File: src/rtl/wdog_pkg.sv
package wdog_pkg;

  // Strobes issued by the control to the datapath, one cycle at a time.
  typedef struct packed {
    logic takeField;   // latch the written timeout value
    logic takeWindow;  // latch the written window bit
    logic cntClear;    // force the count to zero (timer stopped)
    logic cntLoad;     // load the count from the next timeout value
    logic cntDec;      // decrement the count by one
    logic flagSet;     // expiry: set the watchdog flag
    logic flagClr;     // flags read: clear the watchdog flag
  } wdStrobes_t;

endpackage

File: src/rtl/wdog_ctrl.sv
module wdog_ctrl
  import wdog_pkg::*;
#(
  parameter int TimeoutWidth = 6
) (
  input  logic                    clk,
  input  logic                    rstN,
  input  logic                    tickIn,
  input  logic                    wrEn,
  input  logic                    wrStrobe,
  input  logic                    wrWindow,
  input  logic [TimeoutWidth-1:0] wrField,
  input  logic                    flagRead,
  input  logic                    fieldZero,
  input  logic                    cntZero,
  input  logic                    cntOne,
  output wdStrobes_t              st
);

  logic tickQ;
  logic tickEdge;
  logic writesField;
  logic nextFieldZero;

  always_ff @(posedge clk) begin
    if (!rstN) tickQ <= 1'b0;
    else       tickQ <= tickIn;
  end

  assign tickEdge      = tickIn & ~tickQ;
  assign writesField   = wrEn & ~wrWindow;
  assign nextFieldZero = writesField ? (wrField == '0) : fieldZero;

  always_comb begin
    st            = '0;
    st.takeField  = writesField;
    st.takeWindow = wrEn;
    st.flagClr    = flagRead;
    if (nextFieldZero) begin
      st.cntClear = 1'b1;
    end else if ((wrEn && wrStrobe) || cntZero) begin
      st.cntLoad = 1'b1;
    end else if (tickEdge) begin
      if (cntOne) begin
        st.flagSet = 1'b1;
        st.cntLoad = 1'b1;
      end else begin
        st.cntDec = 1'b1;
      end
    end
  end

endmodule

File: src/rtl/wdog_datapath.sv
module wdog_datapath
  import wdog_pkg::*;
#(
  parameter int TimeoutWidth = 6
) (
  input  logic                    clk,
  input  logic                    rstN,
  input  wdStrobes_t              st,
  input  logic                    wrWindow,
  input  logic [TimeoutWidth-1:0] wrField,
  output logic [TimeoutWidth-1:0] field,
  output logic                    window,
  output logic                    flag,
  output logic                    fieldZero,
  output logic                    cntZero,
  output logic                    cntOne
);

  logic [TimeoutWidth-1:0] count;
  logic [TimeoutWidth-1:0] nextField;

  assign nextField = st.takeField ? wrField : field;

  always_ff @(posedge clk) begin
    if (!rstN) begin
      field  <= '0;
      window <= 1'b0;
    end else begin
      if (st.takeField)  field  <= wrField;
      if (st.takeWindow) window <= wrWindow;
    end
  end

  always_ff @(posedge clk) begin
    if (!rstN)            count <= '0;
    else if (st.cntClear) count <= '0;
    else if (st.cntLoad)  count <= nextField;
    else if (st.cntDec)   count <= count - 1'b1;
  end

  always_ff @(posedge clk) begin
    if (!rstN)           flag <= 1'b0;
    else if (st.flagSet) flag <= 1'b1;
    else if (st.flagClr) flag <= 1'b0;
  end

  assign fieldZero = (field == '0);
  assign cntZero   = (count == '0);
  assign cntOne    = (count == TimeoutWidth'(1));

endmodule

File: src/rtl/strobe_watchdog.sv
module strobe_watchdog
  import wdog_pkg::*;
#(
  parameter int TimeoutWidth = 6
) (
  input  logic                    clk,
  input  logic                    rstN,
  input  logic                    tickIn,
  input  logic                    irqEnable,
  input  logic                    wrEn,
  input  logic [TimeoutWidth+1:0] wrData,
  input  logic                    flagRead,
  output logic [TimeoutWidth+1:0] rdData,
  output logic                    wdFlag,
  output logic                    irqReq
);

  localparam int StrobeBit = TimeoutWidth + 1;
  localparam int WindowBit = TimeoutWidth;

  wdStrobes_t              st;
  logic [TimeoutWidth-1:0] field;
  logic                    window;
  logic                    fieldZero;
  logic                    cntZero;
  logic                    cntOne;

  wdog_ctrl #(.TimeoutWidth(TimeoutWidth)) ctrl_i (
    .clk      (clk),
    .rstN     (rstN),
    .tickIn   (tickIn),
    .wrEn     (wrEn),
    .wrStrobe (wrData[StrobeBit]),
    .wrWindow (wrData[WindowBit]),
    .wrField  (wrData[TimeoutWidth-1:0]),
    .flagRead (flagRead),
    .fieldZero(fieldZero),
    .cntZero  (cntZero),
    .cntOne   (cntOne),
    .st       (st)
  );

  wdog_datapath #(.TimeoutWidth(TimeoutWidth)) dp_i (
    .clk      (clk),
    .rstN     (rstN),
    .st       (st),
    .wrWindow (wrData[WindowBit]),
    .wrField  (wrData[TimeoutWidth-1:0]),
    .field    (field),
    .window   (window),
    .flag     (wdFlag),
    .fieldZero(fieldZero),
    .cntZero  (cntZero),
    .cntOne   (cntOne)
  );

  assign rdData = {1'b0, window, field};
  assign irqReq = wdFlag & irqEnable;

endmodule

File: config.mk
export PLATFORM = sky130hd
export DESIGN_NAME = strobe_watchdog
export DESIGN_NICKNAME = d
export VERILOG_FILES = /design/src/rtl/wdog_pkg.sv /design/src/rtl/wdog_ctrl.sv /design/src/rtl/wdog_datapath.sv /design/src/rtl/strobe_watchdog.sv
export SDC_FILE = /design/constraint.sdc
export NUM_CORES = 1
export LEC_CHECK = 0
export ABC_CLOCK_PERIOD_IN_PS = 1700
export BUFFER_PORTS_ARGS = -buffer_cell sky130_fd_sc_hd__buf_4
export CORE_MARGIN = 2
export CORE_UTILIZATION = 30
export DETAILED_ROUTE_END_ITERATION = 6
export GPL_TIMING_DRIVEN = 0
export PLACE_DENSITY = 0.61
export RECOVER_POWER = 25
export SYNTH_ARGS = -nofsm -noshare
export SYNTH_HDL_FRONTEND = slang
export SYNTH_SLANG_ARGS = --single-unit
export TNS_END_PERCENT = 50
File: constraint.sdc
create_clock -name clk -period 1.7 [get_ports clk]
set_input_delay 0.255 -clock clk [delete_from_list [all_inputs] [get_ports clk]]
set_output_delay 0.255 -clock clk [all_outputs]
set_load 0.01 [all_outputs]
==> results of run 1 <==
[layout by cell type (no fill, tap or decap), drive strengths merged, types with 2 or more instances in the layout]
master	n
inv	7
mux2	4
buf	27
o32ai	4
ha	3
dfxtp	15
nor4	5
clkbuf	7
and2	5
a21oi	2
or4	2
nand2	2
nor2b	8
nand3	5
mux2i	7
nor2	4
a2111oi	3
[layout make-up]
cell class,count,area (sq um)
Clock buffer,4,26.3
Tap cell,33,41.3
Sequential cell,15,307
Timing Repair Buffer,26,188
Fill cell,303,1760
Multi-Input combinational cell,70,632
Buffer,4,23.8
Inverter,7,26.3
[stage by stage]
stage	hold slack, ps	cell area, sq um	util (%)
after detailed placement	478	1140	38.1
after floorplan	377	937	-
after global routing	165	1240	41.4
final	169	1240	41.4
after CTS	164	1220	40.5
after global placement	473	1140	38.1
[state kept, by name (all words and copies together), names as in the netlist]
name / flops
dp_i.flag: 1
dp_i.field: 6
dp_i.window: 1
dp_i.count: 6
ctrl_i.tickQ: 1
[metal layers]
metal,routed length [microns],vias to the layer above,GRT usage [%]
met2,1200,15,22.5
met5,0,-,0
li1,-,423,-
met4,44,0,6.67
met3,37,4,1.95
met1,1070,399,18.2
[power groups by stage]
| stage | registers, W | logic [W] | clock network (W) |
|---|---|---|---|
| 5_1_grt | 0.000554 | 0.00158 | 0.000239 |
| 6_report | 0.000545 | 0.00143 | 0.000216 |
| 4_1_cts | 0.000545 | 0.00127 | 0.000223 |
| 3_5_place_dp | 0.000549 | 0.00113 | 0 |
| 2_1_floorplan | 0.000526 | 0.000929 | 0 |
| 3_3_place_gp | 0.000547 | 0.00112 | 0 |
[Yosys cell counts, drive strengths merged (2+ instances only)]
library cell	instances	share of area, %
a2111oi	3	2.8
a21oi	2	1.1
and2	5	3.4
buf	3	2.1
dfxtp	15	32
ha	3	4.0
inv	7	2.8
mux2	4	5.2
mux2i	7	7.5
nand2	2	0.80
nand3	5	3.2
nor2	4	1.6
nor2b	8	5.4
nor4	5	6.6
o32ai	4	3.8
or4	2	2.4
[critical path, stage by stage, from the launching register on]
cell and delay (ps):
dfxtp_2 350, or4_4 550, or4_4 470, nand3_4 120, o32ai_1 100
[what timing repair did]
item,CTS,global route
pin swaps,4,1
hold buffers,0,0
setup buffers,3,1
endpoints found under the setup margin,5,5
gates resized for setup,8,5
cloned,0,0
[cells by family (layout without fill, tap and decap cells)]
logic type	count (synthesis)	in the layout
fa+ha+maj	3	3
buf+inv	11	41
mux	11	11
simple gates	37	37
other cells	1	1
compound gates	18	18
flops	15	15
[how the worst max path moves through the flow]
stage / slack, ps / end
final: -20 / dp_i.count[3]
after global routing: -110 / dp_i.count[5]
after CTS: -40 / dp_i.count[2]
after detailed placement: -140 / dp_i.count[1]
after global placement: -120 / dp_i.count[1]
after floorplan: 20 / dp_i.count[1]
==> flow_metrics.env, run 1 <==
export IMPL_run_status="complete, but fails checks"
export IMPL_violations="setup timing"
export IMPL_crit_fanout=6
export IMPL_place_hpwl_microns=1760
export IMPL_instances_no_fill=159
export IMPL_clock_latency_ps=290
export IMPL_rr_worst_depth=4
export IMPL_synthSimpleGateAreaFrac_pct=28.4
export IMPL_root_buffer="clkbuf_4"
export IMPL_grt_pass1_wl_microns=3750
export IMPL_cp_required_ps=1870
export IMPL_synth_compound_area_share_pct=16.9
export IMPL_cts_tree="yes"
export IMPL_rrSetupSlack_ps=-20
export IMPL_io_pins=24
export IMPL_p_sw_share_pct=41.2
export IMPL_io_buffer_count=22
export IMPL_start_kind="flip-flop"
export IMPL_routedWlPerCell_microns=14.8
export IMPL_area_delta_synth_final_pct=33.2
export IMPL_viasPerCell=5.29
export IMPL_combinationalPowerShare_pct=65.2
export IMPL_critical_path_class="flip-flop to flip-flop"
export IMPL_yosysWarningCount=0
export IMPL_intPower_w=0.00129
export IMPL_drtIter0Drc=8
export IMPL_max_clock_path_buffers=2
export IMPL_synthAdderAreaFrac_pct=4.02
export IMPL_fin_crit_ps=1720
export IMPL_finClkSkew_ps=7.01
export IMPL_min_from="tickIn"
export IMPL_synth_mux_area_share_pct=12.7
export IMPL_synth_top_family_by_area="simple AND/OR/NAND/NOR gates"
export IMPL_leakage_nw=0.513
export IMPL_synth_edf_count=0
export IMPL_finalSetupViolCount=5
export IMPL_yosysSeqAreaShare_pct=32.2
export IMPL_ys_seq_elements=15
export IMPL_synth_xor_area_share_pct=0
export IMPL_syn_avg_cell_area_sq_um=9.72
export IMPL_hp_class="primary input to flip-flop"
export IMPL_ys_flop_type="dfxtp_1"
export IMPL_die_area_sq_um=3570
export IMPL_drv_cap=0
export IMPL_cts_buffers=3
export IMPL_grt_usage_pct=14.0
export IMPL_power_frac_seq_pct=24.9
export IMPL_rsz0062_at_grt="true"
export IMPL_hold_viol_final=0
export IMPL_min_delay_worst_endpoint="ctrl_i.tickQ"
export IMPL_drv_slew=0
export IMPL_r2r_start="dp_i.field[0]"
export IMPL_post_place_ws_ps=-136
export IMPL_core_area_sq_um=3000
export IMPL_dp_cells=151
export IMPL_htreeDepth=1
export IMPL_hold_depth=2
export IMPL_antenna_found_initial=0
export IMPL_drcViolationCount=0
export IMPL_fin_tns_setup_ps=-65.4
export IMPL_grt_pass1_vias=822
export IMPL_layout_setup_ws_ps=-23.3
export IMPL_overflow=0
export IMPL_synth_cell_type_count=37
export IMPL_ir_worst_vdd_uv=672
export IMPL_die_w_microns=59.8
export IMPL_cp_data_arrival_time_ps=1900
export IMPL_fin_nets=144
export IMPL_p_sw_w=0.000901
export IMPL_synth_fp_nets=113
export IMPL_place_gp_congestion=0.846
export IMPL_start_util_pct=31.1
export IMPL_clkPwrFrac_pct=9.9
export IMPL_worstSetupEndpointType="flip-flop"
export IMPL_fp_dieH_microns=59.8
export IMPL_p_per_area_nw_per_um2=1760
export IMPL_synth_cells=96
export IMPL_startpoint="dp_i.field[0]"
export IMPL_cts_sinks=15
export IMPL_drive_gt1_share_pct=42.1
export IMPL_r2r_end="dp_i.count[3]"
export IMPL_wirelength_microns=2350
export IMPL_fp_row_count=20
export IMPL_async_reset_ff_share_pct=0
export IMPL_dr_pass1_iters=4
export IMPL_diodes=0
export IMPL_routed_via_count=841
export IMPL_clk_pin_slew_ps=100
export IMPL_timing_fmax_mhz=580
export IMPL_grt_max_degree=11
export IMPL_power_w=0.00219
export IMPL_finalCritPeriodShare_pct=101
export IMPL_drt_antenna_violating_nets=0
export IMPL_syn_cell_area_sq_um=933
Note: power is estimated with default switching activity, not from simulation.
==> run 2: changes to the inputs <==
--- a/config.mk
+++ b/config.mk
@@ -5,10 +5,11 @@
 export SDC_FILE = /design/constraint.sdc
 export NUM_CORES = 1
 export LEC_CHECK = 0
-export ABC_CLOCK_PERIOD_IN_PS = 1700
+export ABC_CLOCK_PERIOD_IN_PS = 1400
 export BUFFER_PORTS_ARGS = -buffer_cell sky130_fd_sc_hd__buf_4
 export CORE_MARGIN = 2
 export CORE_UTILIZATION = 30
+export CTS_CLUSTER_DIAMETER = 60
 export DETAILED_ROUTE_END_ITERATION = 6
 export GPL_TIMING_DRIVEN = 0
 export PLACE_DENSITY = 0.61
==> constraint.sdc (replaced) <==
create_clock -name clk -period 1.4 [get_ports clk]
set_input_delay 0.21 -clock clk [delete_from_list [all_inputs] [get_ports clk]]
set_output_delay 0.21 -clock clk [all_outputs]
set_load 0.01 [all_outputs]
==> flow_metrics.env, run 2 (synthesis results as in run 1) <==
export IMPL_run_status="complete, but fails checks"
export IMPL_violations="setup timing"
export IMPL_worstSetupEndpointType="flip-flop"
export IMPL_cp_data_arrival_time_ps=1900
export IMPL_diodes=0
export IMPL_grt_max_degree=11
export IMPL_drv_slew=0
export IMPL_clock_latency_ps=280
export IMPL_die_w_microns=59.8
export IMPL_regArea_sq_um=308
export IMPL_fillers=314
export IMPL_multi_input_area_sq_um=654
export IMPL_p_per_area_nw_per_um2=2240
export IMPL_routed_top_layer="met4"
export IMPL_grt_pass1_wl_microns=3910
export IMPL_hp_class="primary input to flip-flop"
export IMPL_final_cell_mix="buf_4, dfxtp_1, nor2b_1"
export IMPL_io_buffer_count=22
export IMPL_root_buffer="clkbuf_4"
export IMPL_layout_commonest_cell="buf_4"
export IMPL_antenna_found_initial=0
export IMPL_drtIter0Drc=8
export IMPL_utilization_pct=42.8
export IMPL_dr_wl_met2_microns=1180
export IMPL_start_util_pct=31.1
export IMPL_maxSlewHeadroom_pct=60.9
export IMPL_wl_met3_microns=84
export IMPL_drv_cap=0
export IMPL_grt_usage_pct=14.5
export IMPL_fin_crit_ps=1700
export IMPL_drive_gt1_share_pct=44.5
export IMPL_cts_sinks=15
export IMPL_hold_buffers=0
export IMPL_fin_tns_setup_ps=-2010
export IMPL_core_area_sq_um=3000
export IMPL_routed_via_count=853
export IMPL_cp_required_ps=1590
export IMPL_fp_dieH_microns=59.8
export IMPL_wl_met1_microns=1110
export IMPL_overflow=0
export IMPL_die_area_sq_um=3570
export IMPL_fp_row_count=20
export IMPL_cts_buffers=3
export IMPL_reg_largest_list="dp_i.count x6, dp_i.field x6"
export IMPL_routedWlPerCell_microns=15.1
export IMPL_worst_pin_slew_ps=586
export IMPL_ir_worst_vdd_uv=905
export IMPL_hold_viol_final=0
export IMPL_critical_path_class="flip-flop to flip-flop"
export IMPL_fin_nets=146
export IMPL_grt_pass1_vias=858
export IMPL_start_kind="flip-flop"
export IMPL_cts_tree="yes"
export IMPL_wirelength_microns=2430
export IMPL_finClkSkew_ps=3.07
export IMPL_drt_antenna_violating_nets=0
export IMPL_drcViolationCount=0
export IMPL_area_delta_synth_final_pct=37.7
export IMPL_max_clock_path_buffers=2
export IMPL_rsz0062_at_grt="true"
export IMPL_crit_fanout=6
export IMPL_leakage_nw=0.523
export IMPL_power_w=0.00288
export IMPL_finalSetupViolCount=9
export IMPL_io_pins=24
export IMPL_layout_setup_ws_ps=-302
export IMPL_timing_fmax_mhz=588
export IMPL_place_gp_congestion=0.858
export IMPL_viasPerCell=5.30
export IMPL_htreeDepth=1
export IMPL_place_hpwl_microns=1740
export IMPL_dr_pass1_iters=4
export IMPL_finalCritPeriodShare_pct=122
export IMPL_clk_pin_slew_ps=90
## run 2: critical path, stage by stage, from the launching register on
cell       delay, ps
dfxtp_2          330
or4_4            550
nor4_4           370
a2111oi_0        130
o32ai_1          240
## run 2: layout make-up
cell class | count | area share [%]
buffer | 4 | 1.75
clock buffer | 4 | 2.04
sequential | 15 | 24.0
timing repair buffer | 27 | 15.5
multi-input combinational | 71 | 50.9
tap | 33 | 3.21
inverter | 7 | 2.63
## run 2: worst paths after layout
path                 startpoint             to  slack (ps)  cells after the start
setup / recovery  dp_i.field[0]  dp_i.count[3]        -300                      4
hold / removal           tickIn   ctrl_i.tickQ         140                      2
setup reg to reg  dp_i.field[0]  dp_i.count[3]        -300                      4
hold reg to reg   dp_i.count[5]  dp_i.count[5]         520                      2
## run 2: metrics by stage
| stage | std cells | instance area [sq um] | hold slack [ps] | setup WS [ps] |
|---|---|---|---|---|
| 2_1_floorplan | 96 | 938 | 332 | -259 |
| 3_3_place_gp | 151 | 1140 | 426 | -384 |
| 3_5_place_dp | 151 | 1140 | 435 | -393 |
| 4_1_cts | 161 | 1240 | 138 | -299 |
| 5_1_grt | 161 | 1280 | 162 | -351 |
| 6_report | 161 | 1280 | 143 | -302 |
## run 2: where the power goes
group	leakage, nW	internal [W]	total (W)	switching [W]
sequential	0.125	0.000536	0.000684	0.000148
combinational	0.383	0.00102	0.00194	0.000922
clock	0.0150	0.000110	0.000252	0.000141
total	0.523	0.00167	0.00288	0.00121
## run 2: what timing repair did
action / in CTS / in global routing
cloned: 1 / 0
pin swaps: 4 / 1
resized for setup: 5 / 13
endpoints found under the setup margin: 7 / 7
setup buffers: 5 / 0
## run 2: per-layer routing
layer  GRT usage, %  vias to the layer above
met1           18.7                      402
met3           1.95                        6
met5              0                        -
met2           24.2                       22
li1               -                      423
met4           5.71                        0
